--- config.mk ---
export PLATFORM = sky130hd
export DESIGN_NAME = flash_prefetcher
export DESIGN_NICKNAME = d
export VERILOG_FILES = /design/src/rtl/pf_pkg.sv /design/src/rtl/pf_rd_engine.sv /design/src/rtl/pf_line_buf.sv /design/src/rtl/flash_prefetcher.sv
export SDC_FILE = /design/constraint.sdc
export NUM_CORES = 1
export LEC_CHECK = 0
export BUFFER_PORTS_ARGS = -buffer_cell sky130_fd_sc_hd__clkbuf_2
export CORE_MARGIN = 3
export CORE_UTILIZATION = 30
export DETAILED_ROUTE_END_ITERATION = 7
export PLACE_DENSITY = 0.6
export SYNTH_ARGS = -nofsm -noshare
export SYNTH_HDL_FRONTEND = slang
export SYNTH_SLANG_ARGS = --single-unit
--- constraint.sdc ---
create_clock -name clk -period 3.9 [get_ports clk]
set_input_delay 0.585 -clock clk [delete_from_list [all_inputs] [get_ports clk]]
set_output_delay 0.585 -clock clk [all_outputs]
set_load 0.01 [all_outputs]
--- src/rtl/pf_pkg.sv ---
package pf_pkg;
  // Purpose of the flash read currently owned by the engine
  typedef enum logic [1:0] {
    RK_IDLE   = 2'd0,
    RK_DEMAND = 2'd1,
    RK_SPEC   = 2'd2
  } rd_kind_e;
endpackage

--- src/rtl/pf_rd_engine.sv ---
module pf_rd_engine
  import pf_pkg::*;
#(
  parameter int ADDR_W = 32,
  parameter int WS_W   = 4
) (
  input  logic              clk,
  input  logic              rst_n,
  input  logic              start,
  input  rd_kind_e          start_kind,
  input  logic [ADDR_W-1:0] start_addr,
  input  logic [WS_W-1:0]   ws,
  input  logic              flush,
  output logic              busy,
  output logic [ADDR_W-1:0] rd_addr,
  output rd_kind_e          kind,
  output logic              done,
  output logic              stale
);
  logic [WS_W-1:0] cnt;
  logic [WS_W-1:0] ws_q;

  // last cycle of the read: flash data is sampled here
  assign done = busy && (cnt == ws_q);

  always_ff @(posedge clk) begin
    if (!rst_n) begin
      busy    <= 1'b0;
      cnt     <= '0;
      ws_q    <= '0;
      rd_addr <= '0;
      kind    <= RK_IDLE;
      stale   <= 1'b0;
    end else if (start) begin
      busy    <= 1'b1;
      cnt     <= '0;
      ws_q    <= ws;
      rd_addr <= start_addr;
      kind    <= start_kind;
      stale   <= flush;
    end else if (busy) begin
      if (done) begin
        busy <= 1'b0;
        kind <= RK_IDLE;
      end else begin
        cnt <= cnt + 1'b1;
      end
      if (flush) stale <= 1'b1;
    end
  end

  p_start_idle_r2: assert property (@(posedge clk) disable iff (!rst_n)
    start |-> !busy);
  p_addr_hold_r2: assert property (@(posedge clk) disable iff (!rst_n)
    (busy && !done) |=> (busy && $stable(rd_addr)));
  p_read_ends_r2: assert property (@(posedge clk) disable iff (!rst_n)
    (done && !start) |=> !busy);
  p_cnt_bound_r2: assert property (@(posedge clk) disable iff (!rst_n)
    busy |-> (cnt <= ws_q));
endmodule

--- src/rtl/pf_line_buf.sv ---
module pf_line_buf #(
  parameter int ADDR_W = 32,
  parameter int DATA_W = 32
) (
  input  logic              clk,
  input  logic              rst_n,
  input  logic              wr_en,
  input  logic [ADDR_W-1:0] wr_addr,
  input  logic [DATA_W-1:0] wr_data,
  input  logic              clr,
  input  logic              look_req,
  input  logic [ADDR_W-1:0] look_addr,
  output logic              hit,
  output logic [DATA_W-1:0] rd_data
);
  localparam int TAG_W = ADDR_W - 2;

  logic             valid;
  logic [TAG_W-1:0] tag;
  logic [DATA_W-1:0] word;

  assign hit     = look_req && valid && (tag == look_addr[ADDR_W-1:2]);
  assign rd_data = word;

  always_ff @(posedge clk) begin
    if (!rst_n) begin
      valid <= 1'b0;
      tag   <= '0;
      word  <= '0;
    end else if (clr) begin
      valid <= 1'b0;
    end else if (wr_en) begin
      valid <= 1'b1;
      tag   <= wr_addr[ADDR_W-1:2];
      word  <= wr_data;
    end
  end

  p_fill_visible_r7: assert property (@(posedge clk) disable iff (!rst_n)
    (wr_en && !clr) |=> valid);
  // wr_addr low bits are unused by design; the address is word-aligned upstream
  p_wr_aligned_r2: assert property (@(posedge clk) disable iff (!rst_n)
    wr_en |-> (wr_addr[1:0] == 2'b00));
endmodule

--- src/rtl/flash_prefetcher.sv ---
module flash_prefetcher
  import pf_pkg::*;
#(
  parameter int ADDR_W = 32,
  parameter int DATA_W = 32,
  parameter int WS_W   = 4
) (
  input  logic              clk,
  input  logic              rst_n,
  input  logic              pf_en,
  input  logic [WS_W-1:0]   wait_states,
  input  logic              flush,
  input  logic              fetch_req,
  input  logic [ADDR_W-1:0] fetch_addr,
  output logic              fetch_ready,
  output logic [DATA_W-1:0] fetch_data,
  output logic              flash_rd,
  output logic [ADDR_W-1:0] flash_addr,
  input  logic [DATA_W-1:0] flash_rdata
);
  localparam logic [ADDR_W-1:0] LOW_MASK  = ADDR_W'(3);
  localparam logic [ADDR_W-1:0] WORD_STEP = ADDR_W'(4);

  function automatic logic [ADDR_W-1:0] word_base(input logic [ADDR_W-1:0] a);
    return a & ~LOW_MASK;
  endfunction

  function automatic logic [ADDR_W-1:0] next_word_addr(input logic [ADDR_W-1:0] a);
    return word_base(a) + WORD_STEP;
  endfunction

  function automatic logic same_word(input logic [ADDR_W-1:0] a, input logic [ADDR_W-1:0] b);
    return word_base(a) == word_base(b);
  endfunction

  // named internal events
  logic              hit;
  logic [DATA_W-1:0] buf_data;
  logic              eng_busy, eng_done, eng_stale;
  logic [ADDR_W-1:0] eng_addr;
  rd_kind_e          eng_kind;
  logic              demand_start, spec_start, start;
  rd_kind_e          start_kind;
  logic [ADDR_W-1:0] spec_addr, start_addr;
  logic              fill_en, buf_clr;
  logic              pf_want;
  logic [ADDR_W-1:0] pf_addr;

  assign demand_start = fetch_req && !hit && !eng_busy;
  assign spec_start   = pf_en && !eng_busy && !flush && !demand_start && (hit || pf_want);
  assign spec_addr    = hit ? next_word_addr(fetch_addr) : pf_addr;
  assign start        = demand_start || spec_start;
  assign start_kind   = demand_start ? RK_DEMAND : RK_SPEC;
  assign start_addr   = demand_start ? word_base(fetch_addr) : spec_addr;

  // keep a finished read only if nobody is waiting for a different word
  assign fill_en = eng_done && !eng_stale && !flush &&
                   (!fetch_req || same_word(fetch_addr, eng_addr));
  // with prefetch off, a served word is not kept for reuse
  assign buf_clr = flush || (hit && !pf_en);

  always_ff @(posedge clk) begin
    if (!rst_n) begin
      pf_want <= 1'b0;
      pf_addr <= '0;
    end else begin
      if (hit) pf_addr <= next_word_addr(fetch_addr);
      if (flush || !pf_en || start) pf_want <= 1'b0;
      else if (hit)                 pf_want <= 1'b1;
    end
  end

  pf_rd_engine #(.ADDR_W(ADDR_W), .WS_W(WS_W)) u_eng (
    .clk        (clk),
    .rst_n      (rst_n),
    .start      (start),
    .start_kind (start_kind),
    .start_addr (start_addr),
    .ws         (wait_states),
    .flush      (flush),
    .busy       (eng_busy),
    .rd_addr    (eng_addr),
    .kind       (eng_kind),
    .done       (eng_done),
    .stale      (eng_stale)
  );

  pf_line_buf #(.ADDR_W(ADDR_W), .DATA_W(DATA_W)) u_buf (
    .clk       (clk),
    .rst_n     (rst_n),
    .wr_en     (fill_en),
    .wr_addr   (eng_addr),
    .wr_data   (flash_rdata),
    .clr       (buf_clr),
    .look_req  (fetch_req),
    .look_addr (fetch_addr),
    .hit       (hit),
    .rd_data   (buf_data)
  );

  assign fetch_ready = hit;
  assign fetch_data  = buf_data;
  assign flash_rd    = eng_busy;
  assign flash_addr  = eng_addr;

  p_ready_has_req_r1: assert property (@(posedge clk) disable iff (!rst_n)
    fetch_ready |-> fetch_req);
  p_no_spec_when_off_r4: assert property (@(posedge clk) disable iff (!rst_n)
    ($rose(flash_rd) && !$past(pf_en)) |-> $past(fetch_req));
  p_spec_kind_r4: assert property (@(posedge clk) disable iff (!rst_n)
    (eng_kind == RK_SPEC && $rose(flash_rd)) |-> $past(pf_en));
  p_pf_follows_hit_r5: assert property (@(posedge clk) disable iff (!rst_n)
    (fetch_ready && pf_en && !flash_rd && !flush) |=>
      (flash_rd && flash_addr == next_word_addr($past(fetch_addr))));
  p_flush_blocks_hit_r9: assert property (@(posedge clk) disable iff (!rst_n)
    flush |=> !fetch_ready);
endmodule

# ---- After elaboration in Yosys (flattened, before gate mapping)
# Cells that the tools add are included.
dict set report classes {
  n_reduce_logical 34
  div_mod_pow 0
  n_mul 0
  muxes 8
  bitwise_logic 3
  addsub 2
  magnitude_cmp 0
  n_eq_ne 3
  n_shift 0
}
# op n
set op_table {}
lappend op_table {{$mux W32} 2}
lappend op_table {{$eq A30 B30 Y1} 2}
lappend op_table {{$add A32 B3 Y32 const B} 1}
lappend op_table {{$logic_and A1 B1 Y1} 13}
lappend op_table {{$logic_not A1 Y1} 7}
lappend op_table {{$logic_or A1 B1 Y1} 6}
lappend op_table {{$mux W1} 6}
lappend op_table {{$reduce_and A2 Y1} 3}
lappend op_table {{$reduce_or A2 Y1} 3}
lappend op_table {{$add A4 B1 Y4 const B} 1}
lappend op_table {{$eq A4 B4 Y1} 1}
lappend op_table {{$reduce_bool A2 Y1} 2}
lappend op_table {{$not A1 Y1} 3}
dict set report totals {
  memories 0
  output_inout_bits 66
  romBits 0
  latchBits 0
  ram_bits 0
  in_bits 73
  regBits 138
}

# ---- Longest topological paths before layout
dict set report depth {
  ltp_word 11
  depth_mapped 11
  ltp_nobuf 8
}

# ---- By module
# A second synthesis with hierarchy kept.
dict set report unflattened {
  cells_unflattened 866
  hier_area_um2 7136.8
}
# module seq_area_each_um2 instances area_per_inst_um2 cells_each
set modules_own_cells {}
lappend modules_own_cells {flash_prefetcher 660.6 1 2746.4 395}
lappend modules_own_cells {pf_line_buf 1261.2 1 2650.0 314}
lappend modules_own_cells {pf_rd_engine 880.8 1 1740.4 157}

# ---- Least setup slack after synthesis
# No wires, ideal clock.
dict set report synth_path {
  path_type {input to output}
  from {input port fetch_addr[16]}
  to {output port fetch_ready}
  path_slack_ns 1.057
  stages 9
  n_path_buf 4
  arrival_ns 2.258
  cell_sequence {clkbuf_1 > xor2_1 > nor4b_1 > nand4_1 > or2_2 > buf_2 > inv_1 > buf_4 > buf_4}
}
dict set report synth_via {
  elab_chain_len 2
}
# item line
set synth_lines {}
lappend synth_lines {{start, declared} flash_prefetcher.sv:14} ;# input logic [ADDR_W-1:0] fetch_addr,
lappend synth_lines {{$eq A30 B30 Y1} pf_line_buf.sv:22} ;# assign hit = look_req && valid && (tag == look_addr[ADDR_W-1:2]);
lappend synth_lines {{$logic_and A1 B1 Y1} pf_line_buf.sv:22}
lappend synth_lines {{end, declared} flash_prefetcher.sv:15} ;# output logic fetch_ready,
# Every way passes these cells.

# ---- Worst setup path in the final report
dict set report layout_path {
  from {input port fetch_addr[4]}
  to {output port fetch_ready}
}
# The elaborated chain is that of the path after synthesis.

==> results.txt <==
----------------------------------------------------
[Status]
  Run status ... completed

[STA]
  Final setup TNS ... 0 ps
  Setup repair after global routing missed its margin ... false
  Final Hold Violating Endpoints ... 0
  Number of slew-limit violations in the final report ... 0
  FMAX ... roughly 320 MHz
  Final Skew ... slightly below 10 ps
  Slew at the pin closest to its max-slew limit ... ~950 ps
  Time the final worst path needs with I/O delays and setup ... 3149 ps
  Post-route fraction of the period consumed by the critical path ... between 80% and 90%
  Final-report setup violation count ... 0
  Worst Setup Slack, final ... 750.9 ps
  Max-slew headroom ... 36.35%

[Placement]
  Worst setup timing slack at the placement stage ... 741.8 ps
  PortBufs ... roughly 140
  Detail Placement HPWL ... 15880 um
  GPL Wtd Cong ... roughly 0.91

[Cells and area]
  Fillers ... 2339
  Finished Core Util ... 37.45%
  Fraction of final layout cells sized beyond drive strength 1 ... 19.96%
  Diodes inserted ... 0
  Growth of design area from synthesis to finish ... 20.18%
  Final #Nets ... approximately 1000

[Pwr]
  Proportion of power drawn by combinational gates ... 10.1%
  Maximum vdd ir drop ... 223.8 uV
  P_sw ... 909.8 uW
  Cell leakage power ... 0.003350 uW
  Areal power density over the cells ... around 430 nW/um2
  Design internal power ... between 2000 and 3000 uW
  Switching part of the total ... 25.21%
  Fraction of power consumed by sequential logic ... 40.5%
  Clock network fraction of design power ... about half

[Clock tree]
  Maximum buffer depth of the clock tree ... 2
  Post_cts resized ... 0
  Number of clock sinks seen by CTS ... 138
  Clock latency on the worst-skew pair ... 420 ps
  CTS tree ... built
  Clock root buffer master ... sky130_fd_sc_hd__clkbuf_16
  Clock buffer count from CTS ... 17
  Clock slew seen by the registers of the worst setup and hold paths ... about 60 ps
  Hold-fix buffers at CTS ... 0
  # H-tree levels ... 4
  Post-CTS setup buffers ... 0

[Floorplanning]
  Effective utilization at floorplan ... 31.16%
  I/O Pins ... 139
  Die width ... 158.0 um
  Std-Cell Rows ... 54
  Area of the die ... around 25000 um2
  CORE AREA ... roughly 22000 um2
  Die Height ... 158.0 um

[Route]
  Total iterations of the first detailed-routing run ... 5
  Detailed-route vias per instance ... approximately 5.1
  First-iteration detailed-routing DRC count ... around 520
  Final wirelength ... 22320 um
  Post-detailed-route DRC marker count ... 0
  Antenna Nets Post-Route ... 0
  Total via count after detailed routing ... 6411
  Final routed wire length divided by cell count ... approximately 18 um

[Logic synthesis]
  Synthesized cell area ... 6927 um2
  Flip-flop and latch count after synthesis ... approximately 140
  Mean cell area of the mapped netlist ... 7.971 um2
  Most used DFF post-synth ... sky130_fd_sc_hd__dfxtp_1
  Proportion of register bits with asynchronous set or reset after synthesis ... 0%
  Gate Count Post-Synth ... about 870
  Yosys cell types ... 50
  Post-synth EDFFs ... 0
  Yosys warnings ... 0
  Syn_nets ... 944
  Sequential element share of the synthesized area ... approximately two fifths

[Setup path]
  Largest fanout on the critical path ... 20
  RR Endpoint ... u_buf.rd_data[26]$_SDFFE_PN0P_
  Max stage delay cell, worst path ... sky130_fd_sc_hd__or2_2
  Arrival time worst endpoint ... 2560 ps
  Library cell appearing most often on the critical path ... sky130_fd_sc_hd__clkbuf_2
  Data required time of the critical path ... between 3000 and 4000 ps
  Crit path capture type ... output port
  Crit path buffers/inverters ... 4
  Top Family by Delay on Critical Path ... simple AND/OR/NAND/NOR gates
  Reg-to-reg slack, setup ... 1240 ps
  RR Startpoint ... u_eng.rd_addr[8]$_SDFFE_PN0P_
  Total number of cells along the worst setup path ... 8
  Startpoint kind of the worst setup timing path ... input pin
  CP peak stage delay ... 500 ps
  Crit-path cells ... clkbuf_2, xor2_1, nor4_1, nand4_1, or2_2, inv_1, buf_4, clkbuf_2
  Crit Path Class ... input pin to output port
  Worst Reg-to-Reg Cells ... 8

[Hold path]
  WHS Path Cells ... 3
  Hold Path Sink ... u_buf.rd_data[31]$_SDFFE_PN0P_
  Path type of the worst min-delay path ... input pin to flop
  Min-Delay Startpoint ... flash_rdata[31]

[Global routing]
  Overall global routing resource usage ... 18.01%
  Congestion Overflow GR ... 0
  Vias in the first global route ... 6113
  Wire length of the first global-routing pass ... 34890 um
  Initial antenna violation count ... 1
  Pin count of the biggest net entering global routing ... 93

[Flow run]
  Maximum Capacitance Violations ... 0

----------------------------------------------------
final cells by class:
type	count	area, um2	share of cell area (%)
flip-flops and latches	138	2763	33.19
multi-input cells	641	3709	44.55
clock inverters	14	220.2	2.645
inverters	8	30.03	0.3607
clock buffers	18	429.2	5.156
well taps	280	350.3	4.209
repair buffers	153	823.3	9.890
sequential cells by signal, indices dropped and copies added (netlist names):
| signal | flops |
|---|---|
| pf_want | 1 |
| u_buf.rd_data | 32 |
| u_buf.valid | 1 |
| u_eng.cnt | 4 |
| u_eng.ws_q | 4 |
| pf_addr | 32 |
| u_eng.busy | 1 |
| u_buf.tag | 30 |
| u_eng.stale | 1 |
| u_eng.rd_addr | 32 |
worst min-delay path: stages:
cell and delay [ps]:
sky130_fd_sc_hd__clkbuf_2 80, sky130_fd_sc_hd__nand2_1 50, sky130_fd_sc_hd__o21ai_1 50
power groups by stage:
stage,Clock (uW),Sequential [uW],Combinational [uW]
final,1780,1460,365
after global routing,1890,1460,399
after CTS,1820,1460,364
after detailed placement,0,1490,362
after global placement,0,1490,361
after floorplan,0,1490,225
metrics by stage:
stage	power [uW]	cell area (um2)	cells	hold slack (ps)
5_1_grt	3751	8324	1252	378.5
3_3_place_gp	1854	7675	1220	439.3
2_1_floorplan	1719	6927	869	431.7
3_5_place_dp	1855	7675	1220	452.6
4_1_cts	3649	8324	1252	367.9
6_report	3609	8324	1252	387.7
per-layer routing:
metal / share of wire, % / GRT usage [%] / wire length [um] / vias up
met5: 0.058 / 0 / 13 / -
met4: 3.1 / 7.292 / 682 / 2
met3: 7.5 / 3.991 / 1666 / 37
met2: 45 / 28.76 / 10010 / 263
met1: 45 / 23.65 / 9951 / 2903
li1: - / - / - / 3206
cells in the mapped netlist (all sizes together) (4+ instances only):
cell type	n	area share [%]
nand2	144	7.8
dfxtp	138	40
nand3	83	6.0
o21ai	82	5.9
xor2	63	8.0
nor2	47	2.5
clkbuf	44	2.4
a21oi	41	3.0
buf	38	3.9
xnor2	31	3.9
nand4	19	1.7
nor4	19	1.8
and3	13	1.2
o22ai	12	1.1
o32ai	10	1.3
a211oi	8	0.87
inv	8	0.43
nor3	7	0.65
o211ai	6	0.65
a21boi	5	0.54
mux2i	5	0.72
o211a	5	0.72
a311oi	4	0.51
and2	4	0.36
nor2b	4	0.36
kinds of logic (layout without fill, tap and decap cells):
group,Yosys count,after routing,share of synthesized area [%]
AND/OR/NAND/NOR,352,352,23.61
adder cells (fa/ha/maj),2,2,0.3612
flip-flops,138,138,39.88
multiplexers,5,5,0.7226
AO/OA/AOI/OAI,188,188,16.76
buffers and inverters,90,193,6.774
XOR/XNOR,94,94,11.89
worst max path at each step:
stage	from	endpoint	slack, ps
floorplan	fetch_addr[16]	fetch_ready	1060
global placement	fetch_addr[21]	fetch_ready	800
detailed placement	fetch_addr[4]	u_eng.rd_addr[15]$_SDFFE_PN0P_	740
CTS	fetch_addr[4]	fetch_ready	730
global route	fetch_addr[21]	fetch_ready	590
finish	fetch_addr[4]	fetch_ready	750
layout by cell type, fill, tap and decap left out, types with 3 or more instances in the layout:
cell type / Yosys / layout
sky130_fd_sc_hd__nand2_1: 144 / 144
sky130_fd_sc_hd__dfxtp_1: 138 / 138
sky130_fd_sc_hd__clkbuf_2: 1 / 135
sky130_fd_sc_hd__nand3_1: 83 / 83
sky130_fd_sc_hd__o21ai_0: 75 / 75
sky130_fd_sc_hd__xor2_1: 63 / 63
sky130_fd_sc_hd__nor2_1: 47 / 47
sky130_fd_sc_hd__a21oi_1: 41 / 41
sky130_fd_sc_hd__xnor2_1: 31 / 31
sky130_fd_sc_hd__nand4_1: 19 / 19
sky130_fd_sc_hd__nor4_1: 18 / 18
sky130_fd_sc_hd__clkbuf_16: 0 / 17
sky130_fd_sc_hd__buf_4: 6 / 17
sky130_fd_sc_hd__and3_1: 13 / 13
sky130_fd_sc_hd__o22ai_1: 12 / 12
sky130_fd_sc_hd__o32ai_1: 10 / 10
sky130_fd_sc_hd__inv_1: 8 / 8
sky130_fd_sc_hd__a211oi_1: 8 / 8
sky130_fd_sc_hd__o21ai_1: 7 / 7
sky130_fd_sc_hd__o211ai_1: 6 / 6
sky130_fd_sc_hd__nor3_1: 5 / 5
sky130_fd_sc_hd__mux2i_1: 5 / 5
sky130_fd_sc_hd__o211a_1: 5 / 5
sky130_fd_sc_hd__a21boi_0: 5 / 5
sky130_fd_sc_hd__clkinv_4: 0 / 5
sky130_fd_sc_hd__bufinv_16: 0 / 5
sky130_fd_sc_hd__a311oi_1: 4 / 4
sky130_fd_sc_hd__or2_2: 3 / 3
sky130_fd_sc_hd__or3_1: 3 / 3
sky130_fd_sc_hd__nor2b_1: 4 / 3
sky130_fd_sc_hd__and2_1: 3 / 3
sky130_fd_sc_hd__a311o_1: 3 / 3
sky130_fd_sc_hd__o221ai_1: 3 / 3
(Power assumes the default switching activity.)
